==> src/rtl/npc_pkg.sv <==
package npc_pkg;
    localparam int ADDR_W   = 32;
    localparam int OP_W     = 6;
    localparam int OFF_W    = 16;
    localparam int TGT_W    = 26;
    localparam int ALIGN_W  = 2;
    localparam int REGION_W = ADDR_W - TGT_W - ALIGN_W;
    localparam int STEP     = 1 << ALIGN_W;

    localparam logic [OP_W-1:0] OPC_JUMP = 6'd2;
    localparam logic [OP_W-1:0] OPC_BREQ = 6'd4;
    localparam logic [OP_W-1:0] OPC_BRNE = 6'd5;

    typedef enum logic [1:0] {
        FLOW_SEQ,
        FLOW_BREQ,
        FLOW_BRNE,
        FLOW_JUMP
    } flow_e;

    typedef struct packed {
        logic [ADDR_W-1:0] pc;
    } npc_state_t;
endpackage

==> src/rtl/npc_decode.sv <==
module npc_decode
    import npc_pkg::*;
(
    input  logic [ADDR_W-1:0] instr,
    output flow_e             flow
);
    logic [OP_W-1:0] opcode;

    always_comb begin
        opcode = instr[ADDR_W-1 -: OP_W];
        unique case (opcode)
            OPC_BREQ: flow = FLOW_BREQ;
            OPC_BRNE: flow = FLOW_BRNE;
            OPC_JUMP: flow = FLOW_JUMP;
            default:  flow = FLOW_SEQ;
        endcase
    end
endmodule

==> src/rtl/npc_compare.sv <==
module npc_compare
    import npc_pkg::*;
(
    input  flow_e             flow,
    input  logic [ADDR_W-1:0] rs_val,
    input  logic [ADDR_W-1:0] rt_val,
    output logic              redirect
);
    logic same;

    always_comb begin
        same = (rs_val == rt_val);
        unique case (flow)
            FLOW_BREQ: redirect = same;
            FLOW_BRNE: redirect = !same;
            FLOW_JUMP: redirect = 1'b1;
            default:   redirect = 1'b0;
        endcase
    end
endmodule

==> src/rtl/npc_targets.sv <==
module npc_targets
    import npc_pkg::*;
(
    input  logic [ADDR_W-1:0] pc,
    input  logic [ADDR_W-1:0] instr,
    output logic [ADDR_W-1:0] seq_addr,
    output logic [ADDR_W-1:0] rel_addr,
    output logic [ADDR_W-1:0] abs_addr
);
    logic [OFF_W-1:0]  offset;
    logic [ADDR_W-1:0] disp;

    always_comb begin
        offset   = instr[OFF_W-1:0];
        seq_addr = pc + ADDR_W'(STEP);
        disp     = {{(ADDR_W-OFF_W-ALIGN_W){offset[OFF_W-1]}}, offset, {ALIGN_W{1'b0}}};
        rel_addr = seq_addr + disp;
        abs_addr = {seq_addr[ADDR_W-1 -: REGION_W], instr[TGT_W-1:0], {ALIGN_W{1'b0}}};
    end
endmodule

==> src/rtl/npc_unit.sv <==
module npc_unit
    import npc_pkg::*;
#(
    parameter logic [31:0] RESET_PC = 32'h0000_0000
) (
    input  logic        clk,
    input  logic        rst_n,
    input  logic        en,
    input  logic [31:0] instr,
    input  logic [31:0] rs_val,
    input  logic [31:0] rt_val,
    output logic [31:0] pc,
    output logic        taken
);
    npc_state_t        state_d, state_q;
    flow_e             flow;
    logic              redirect;
    logic [ADDR_W-1:0] seq_addr, rel_addr, abs_addr;

    npc_decode i_decode (
        .instr (instr),
        .flow  (flow)
    );

    npc_compare i_compare (
        .flow     (flow),
        .rs_val   (rs_val),
        .rt_val   (rt_val),
        .redirect (redirect)
    );

    npc_targets i_targets (
        .pc       (state_q.pc),
        .instr    (instr),
        .seq_addr (seq_addr),
        .rel_addr (rel_addr),
        .abs_addr (abs_addr)
    );

    always_comb begin
        state_d = state_q;
        if (en) begin
            if (!redirect)
                state_d.pc = seq_addr;
            else if (flow == FLOW_JUMP)
                state_d.pc = abs_addr;
            else
                state_d.pc = rel_addr;
        end
    end

    always_ff @(posedge clk or negedge rst_n) begin
        if (!rst_n)
            state_q.pc <= RESET_PC;
        else
            state_q <= state_d;
    end

    assign pc    = state_q.pc;
    assign taken = en && redirect;
endmodule

==> config.mk <==
export PLATFORM = sky130hd
export DESIGN_NAME = npc_unit
export DESIGN_NICKNAME = d
export VERILOG_FILES = /design/src/rtl/npc_pkg.sv /design/src/rtl/npc_decode.sv /design/src/rtl/npc_compare.sv /design/src/rtl/npc_targets.sv /design/src/rtl/npc_unit.sv
export SDC_FILE = /design/constraint.sdc
export NUM_CORES = 1
export LEC_CHECK = 0
export ABC_AREA = 1
export BUFFER_PORTS_ARGS = -buffer_cell sky130_fd_sc_hd__buf_4
export CORE_MARGIN = 2
export CORE_UTILIZATION = 57
export CTS_CLUSTER_DIAMETER = 50
export DETAILED_ROUTE_END_ITERATION = 8
export PLACE_DENSITY_LB_ADDON = 0.3
export SLEW_MARGIN = 20
export SYNTH_ARGS = -nofsm -noshare
export SYNTH_HDL_FRONTEND = slang
export SYNTH_SLANG_ARGS = --single-unit
==> constraint.sdc <==
create_clock -name clk -period 3.3 [get_ports clk]
set_input_delay 0.66 -clock clk [delete_from_list [all_inputs] [get_ports clk]]
set_output_delay 0.66 -clock clk [all_outputs]
set_load 0.01 [all_outputs]
---- Word-level counts from Yosys, hierarchy flattened ----
Cells that the tools add are included.
cells by class
  add/subtract/negate cells ............... 2
  eq/ne operators ......................... 7
  muxes and demuxes ....................... 4
  reductions and logical operators ........ 2
operators by type and width
  cell                                                              count
  32-bit 2-to-1 mux                                                 2
  32-bit by 3-bit adder with 32-bit output (second input constant)  1
  32-bit adder                                                      1
  32-bit == test                                                    1
  6-bit by 3-bit == test with 1-bit output (second input constant)  2
  6-bit by 2-bit == test with 1-bit output (second input constant)  1
  2-bit one-hot mux with 3 select lines                             1
  2-bit == test (second input constant)                             2
  1-bit one-hot mux with 3 select lines                             1
  2-bit by 1-bit == test with 1-bit output (second input constant)  1
  1-bit logical AND                                                 1
  1-bit zero test                                                   1
word-level totals
  register bits after elaboration ......... 32
  output and inout bits ................... 33
  logic and storage cells ................. 16

---- Longest topological paths before layout ----
Gate-level depths: netlist (run 1).
  depth in word-level cells ............... 5
  depth in mapped cells ................... 23

---- Cells and area by module ----
A second synthesis (run 1) with hierarchy kept.
second synthesis, totals
  cell total of the unflattened synthesis .. 973
  area total of the unflattened synthesis .. 5671.7 sq um
by module, submodules not included
  module       times used  cells an instance  area an instance (sq um)  seq. area each (sq um)
  npc_targets  1           551                3026.7                    0.0
  npc_unit     1           318                2104.5                    800.8
  npc_compare  1           90                 474.2                     0.0
  npc_decode   1           14                 66.3                      0.0

---- Least setup slack after synthesis (run 1) ----
Ideal clock, no wire load.
  path kind ............................... register to register
  start ................................... register pc[3] (netlist name)
  end ..................................... register pc[23] (netlist name)
  arrival ................................. 2.562 ns
  required time ........................... 3.183 ns
  path slack .............................. 0.621 ns
  cell stages (with the launch flop) ...... 20
  path buffers ............................ 0
  cells stage by stage .................... dfrtp_1 ha_1 nand3_1 nor2_1 nand4_1 nor2_1 xnor2_1 clkinv_1 ha_1 a21oi_1 nand2_1 inv_1 nand2_1 nand3b_1 nand2_1 nand2_1 nor2_1 nor2_1 nor2_1 nor2_1
between the ends
  word-level cells in the longest chain between the ends .. 4
RTL lines
  item                                        RTL line           source
  32-bit by 3-bit adder with 32-bit output *  npc_targets.sv:15  seq_addr = pc + ADDR_W'(STEP);
  32-bit adder                                npc_targets.sv:17  rel_addr = seq_addr + disp;
  32-bit 2-to-1 mux                           npc_unit.sv:45     else if (flow == FLOW_JUMP)
  32-bit 2-to-1 mux *                         npc_unit.sv:43     if (!redirect)
Mark *: on every way between the ends. The rest lies on a longest branch, timed or not.
A chain may end at the register's enable or synchronous reset.

---- Final worst setup path (run 1) ----
  start ................................... register pc[6] (netlist name)
  end ..................................... register pc[28] (netlist name)
between the ends
  word-level cells in the longest chain between the ends .. 4
RTL lines
  item                                        RTL line
  32-bit by 3-bit adder with 32-bit output *  npc_targets.sv:15
  32-bit adder                                npc_targets.sv:17
  32-bit 2-to-1 mux                           npc_unit.sv:45
  32-bit 2-to-1 mux *                         npc_unit.sv:43
Marked as above.

==> results.sh, run 1 <==
export IMPL_status="complete, no violations"
export IMPL_yosysTopAreaCell="nand2_1"
export IMPL_ys_types=36
export IMPL_drt_total_wl_um=18210
export IMPL_synthArstFlopShare_pct=100.0
export IMPL_ff2ff_path_depth=18
export IMPL_postPlaceCellArea_mm2=0.006880
export IMPL_clkLatencyLatePin_ps=300
export IMPL_hold_class="in -> async"
export IMPL_yosysTopAreaCellShare_pct=30.18
export IMPL_dr_pass1_iters=5
export IMPL_arrival_ps=3250
export IMPL_num_antenna_cells=0
export IMPL_worst_r2r_setup_slack_ps=240
export IMPL_ys_flop_type="dfrtp_1"
export IMPL_gr_usage_all_layers_pct=33.40
export IMPL_end_kind="register"
export IMPL_syn_inst=1091
export IMPL_routabilityCongestion=1.030
export IMPL_path_class="reg -> reg"
export IMPL_ys_ff_latch=30
export IMPL_fin_nets=1362
export IMPL_ys_seq_area_share_pct=13.06
export IMPL_cts_buffers=5
export IMPL_syn2layout_area_growth_pct=22.82
export IMPL_cellLeakagePower_nw=4.176
export IMPL_cts_tree="built"
export IMPL_first_iter_violations=519
export IMPL_synthTopCellsByCount="462 x nand2_1, 179 x inv_1, 124 x nor2_1, 65 x nand3_1, 37 x ha_1"
export IMPL_hold_slack_ps=299.1
export IMPL_finalHoldViolations=0
export IMPL_utilization_pct=72.21
export IMPL_cts_root_buf="clkbuf_8"
export IMPL_fin_worst_skew_ps=9.709
export IMPL_setup_viol=0
export IMPL_initial_utilization_pct=58.79
export IMPL_htreeDepth=2
export IMPL_hpwl_um=14950
export IMPL_ioPinCount=132
export IMPL_antenna_found_initial=0
export IMPL_vias=7066
export IMPL_die_h_um=104.4
export IMPL_dieArea_mm2=0.01090
export IMPL_cts_max_path_buffers=2
export IMPL_ir_worst_vdd_mv=0.2405
export IMPL_dpl_worst_slack_ps=112.3
export IMPL_layout_setup_ws_ps=237.2
export IMPL_grt_max_degree=43
export IMPL_setup_worst_path_start_class="register"
export IMPL_top_regs="pc (30)"
export IMPL_synth_cell_area_mm2=0.005747
export IMPL_rows=36
export IMPL_synthTopCellsByArea="nand2_1 30%, dfrtp_1 13%, inv_1 12%"
export IMPL_worstPathMaxFanout=6
export IMPL_synth_edf_count=0
export IMPL_tns_ps=0
export IMPL_slew_viol_final=0
export IMPL_avgSynthCellArea_um2=5.267
export IMPL_period_needed_ps=3063
export IMPL_coreArea_mm2=0.009774
export IMPL_cp_data_required_time_ps=3490
export IMPL_clk_pin_slew_ps=70
export IMPL_grt_overflow=0
export IMPL_finalCritPeriodShare_pct=92.81
export IMPL_drc=0
export IMPL_via_per_inst=5.199
export IMPL_io_buffers=129
export IMPL_drv_cap=0
export IMPL_final_area_mm2=0.007058
export IMPL_wl_per_cell_um=13.40
export IMPL_drive_gt1_share_pct=17.46
export IMPL_largest_register_ffs=30
export IMPL_grt_pass1_wl_um=29680
export IMPL_power_density_mw_per_mm2=451.6
export IMPL_largest_register="pc"
export IMPL_die_w_um=104.4
export IMPL_ant_nets=0
export IMPL_clock_fmax_ghz=0.3265
export IMPL_worst_pin_slew_ps=679.2
export IMPL_grt_pass1_vias=6478
export IMPL_yosysMostFrequentCell="nand2_1"
export IMPL_clock_sinks=30
export IMPL_synth_warnings=0
export IMPL_slew_headroom_pct=54.67
==> power breakdown <==
group,internal [mW],total (mW),switching (mW),leakage [nW]
logic,0.891,2.26,1.37,3.77
clock network,0.168,0.329,0.160,0.0482
registers,0.460,0.598,0.138,0.363
==> cells by family after synthesis <==
family | synth area share, %
compound gates | 4.550
xor+xnor | 7.011
fa+ha+maj | 8.404
buf+inv | 13.93
flops | 13.06
other cells | 0.06525
simple gates | 52.97
==> final timing paths <==
check                      startpoint     end
setup reg to reg                pc[6]  pc[28]
min in group clk                pc[3]   pc[3]
setup / recovery                pc[6]  pc[28]
hold reg to reg                 pc[3]   pc[3]
hold / removal                  rst_n  pc[28]
max in group asynchronous       rst_n   pc[3]
==> per-stage QoR <==
step,power [mW],std cells
after floorplan,2.048,1092
after global placement,2.755,1350
after detailed placement,2.780,1350
after CTS,3.117,1358
after global routing,3.495,1359
final,3.188,1359
==> per-layer routing <==
layer	up-vias	track usage, %	wire [um]
met5	-	0	0
met4	0	16.31	933
met3	75	5.201	1596
met2	355	56.72	8479
met1	3069	41.00	7203
li1	3567	-	-
==> cell type report <==
class | instances | area [um2]
Fill cell | 930 | 2716
Clock buffer | 7 | 86.33
Multi-Input combinational cell | 860 | 4275
Timing Repair Buffer | 144 | 1081
Tap cell | 133 | 166.4
Inverter | 184 | 690.7
Clock inverter | 1 | 5.005
Sequential cell | 30 | 753.2
==> placed cells by master, fill, tap and decap left out, types with 2 or more instances in the layout <==
master,n
dfrtp_1,28
clkbuf_8,6
nand2_1,461
nor2_2,12
buf_4,144
a21o_1,2
or2_2,14
nand3b_1,7
ha_1,36
nor3_2,5
o21bai_1,2
o21ai_0,12
nand4_1,15
nor3_1,6
xnor2_1,24
nand2_2,10
nand3_2,5
inv_1,179
nor2_4,5
inv_2,4
and2_1,4
nand3_1,63
xor2_2,3
a21oi_1,22
xor2_1,19
o21ai_1,7
dfrtp_2,2
nor2_1,116
conb_1,2
==> critical path: stages, from the launching register on <==
cell	delay, ps
dfrtp_1	430
nand2_1	100
nor2_1	220
nand2_1	140
nor2_1	210
xor2_1	410
ha_1	330
nand2_1	70
nand2_1	70
nand2_1	60
nand2_1	80
nand2_1	70
nand2_1	90
a21oi_1	170
nand3b_1	90
nand3_1	130
nand3_1	140
nand2_1	90
nand2_1	50
==> repair_timing <==
action,4_1_cts,5_1_grt
hold buffers,0,0
endpoints found under the setup margin,0,20
setup buffers,0,1
resized for setup,0,21
Power figures use the tool's default switching activity.
==> run 2, diff against run 1 <==
--- a/config.mk
+++ b/config.mk
@@ -6,7 +6,7 @@
 export NUM_CORES = 1
 export LEC_CHECK = 0
 export ABC_AREA = 1
-export BUFFER_PORTS_ARGS = -buffer_cell sky130_fd_sc_hd__buf_4
+export BUFFER_PORTS_ARGS = -buffer_cell sky130_fd_sc_hd__clkbuf_2
 export CORE_MARGIN = 2
 export CORE_UTILIZATION = 57
 export CTS_CLUSTER_DIAMETER = 50
==> results.sh, run 2 (synthesis gave the netlist of run 1 again) <==
export IMPL_largest_register="pc"
export IMPL_via_per_inst=5.166
export IMPL_worstPathMaxFanout=5
export IMPL_clock_fmax_ghz=0.3251
export IMPL_num_antenna_cells=0
export IMPL_worst_pin_slew_ps=802.5
export IMPL_cts_tree="built"
export IMPL_setup_worst_path_start_class="register"
export IMPL_hpwl_um=14900
export IMPL_layout_setup_ws_ps=224.3
export IMPL_hold_class="in -> async"
export IMPL_cts_buffers=5
export IMPL_cp_startpoint="pc[2]"
export IMPL_io_buffers=129
export IMPL_drv_cap=0
export IMPL_top_regs="pc (30)"
export IMPL_cellLeakagePower_nw=4.091
export IMPL_end_kind="register"
export IMPL_drt_total_wl_um=18120
export IMPL_path_class="reg -> reg"
export IMPL_initial_utilization_pct=58.79
export IMPL_tns_ps=0
export IMPL_ioPinCount=132
export IMPL_ir_worst_vdd_mv=0.3192
export IMPL_worst_r2r_setup_slack_ps=220
export IMPL_r2r_end="pc[31]"
export IMPL_rows=36
export IMPL_syn2layout_area_growth_pct=16.83
export IMPL_setup_viol=0
export IMPL_drc=0
export IMPL_routabilityCongestion=1.039
export IMPL_coreArea_mm2=0.009774
export IMPL_period_needed_ps=3076
export IMPL_r2r_start="pc[2]"
export IMPL_mostFrequentLayoutCell="nand2_1"
export IMPL_slew_headroom_pct=46.50
export IMPL_largest_register_ffs=30
export IMPL_slew_viol_final=0
export IMPL_ff2ff_path_depth=18
export IMPL_die_h_um=104.4
export IMPL_p_total_mw=3.088
export IMPL_postPlaceCellArea_mm2=0.006565
export IMPL_clock_sinks=30
export IMPL_cts_setup_buffers=0
export IMPL_crit_end="pc[31]"
export IMPL_die_w_um=104.4
export IMPL_clk_pin_slew_ps=80
export IMPL_grt_pass1_vias=6413
export IMPL_cts_max_path_buffers=2
export IMPL_fin_nets=1362
export IMPL_dr_pass1_iters=5
export IMPL_grt_overflow=0
export IMPL_first_iter_violations=591
export IMPL_final_area_mm2=0.006714
export IMPL_grt_max_degree=43
export IMPL_finalHoldViolations=0
export IMPL_grt_pass1_wl_um=29490
export IMPL_dieArea_mm2=0.01090
export IMPL_clkLatencyLatePin_ps=290
export IMPL_status="complete, no violations"
export IMPL_gr_usage_all_layers_pct=33.26
export IMPL_drive_gt1_share_pct=17.13
export IMPL_cp_data_required_time_ps=3490
export IMPL_arrival_ps=3270
export IMPL_htreeDepth=2
export IMPL_antenna_found_initial=0
export IMPL_finalCritPeriodShare_pct=93.20
export IMPL_power_density_mw_per_mm2=459.9
export IMPL_cts_root_buf="clkbuf_8"
export IMPL_ant_nets=0
export IMPL_fin_worst_skew_ps=10.30
export IMPL_wl_per_cell_um=13.33
export IMPL_hold_buffers=0
export IMPL_vias=7021
export IMPL_layout_common_cells="462 x nand2_1, 179 x inv_1, 129 x clkbuf_2, 119 x nor2_1, 62 x nand3_1"
export IMPL_dpl_worst_slack_ps=145.7
-- run 2: changes by cell type in the layout (fill, tap and decap cells not counted), moves of 3 or more --
cell	before	now
clkbuf_2	0	129
nor2_1	116	119
buf_4	144	15
nor2_2	12	9
-- run 2: final cells by class --
cell class / instances / area, um2
inverter: 184 / 690.7
fill: 949 / 3060
clock inverter: 1 / 5.005
tap: 133 / 166.4
timing repair buffer: 144 / 758.2
multi-input combinational: 860 / 4252
clock buffer: 7 / 86.33
sequential: 30 / 755.7
-- run 2: worst min path at each step --
stage / startpoint / to / depth (start not counted)
after floorplan: rst_n / pc[10] / 0
after global placement: pc[31] / pc[31] / 2
after detailed placement: pc[31] / pc[31] / 2
after CTS: rst_n / pc[31] / 1
after global routing: rst_n / pc[27] / 1
final: rst_n / pc[27] / 1
-- run 2: critical path, cell delays in order, from the launching register on --
cell     delay (ps)
dfrtp_1         430
ha_1            230
nand3_2         160
nor3_1          320
buf_4           170
nand2_1          60
xor2_1          190
inv_1            80
ha_1            330
a21oi_1         150
o21ai_0         100
a21oi_1         180
nand2_1          70
a21oi_1         190
nand2_1          70
nand3_1          90
nand2_1          60
nand2_1          50
nand2_1          40
-- run 2: power breakdown --
group	internal (mW)	leakage [nW]	switching, mW
combinational	0.798	3.68	1.36
sequential	0.462	0.361	0.145
clock	0.168	0.0482	0.153
-- run 2: metrics by stage --
stage                     std cells  util, %  hold slack, ps
after floorplan                1092        -           364.4
after global placement         1351    67.17           555.0
after detailed placement       1351    67.17           553.0
after CTS                      1359    68.10           464.9
after global routing           1359    68.69           501.9
final                          1359    68.69           438.9
-- run 2: routing by layer --
metal	vias to the layer above	share of wire, %	routed length [um]	global-route usage (%)
met2	376	46	8320	56.72
met1	3014	41	7434	41.34
met3	64	8.4	1521	4.950
met5	-	0	0	0
met4	0	4.6	839	14.77
li1	3567	-	-	-
-- run 2: what timing repair did --
| item | CTS | global route |
|---|---|---|
| gates resized for setup | 0 | 17 |
| setup endpoints to repair | 0 | 18 |
| hold endpoints to repair | 0 | 0 |
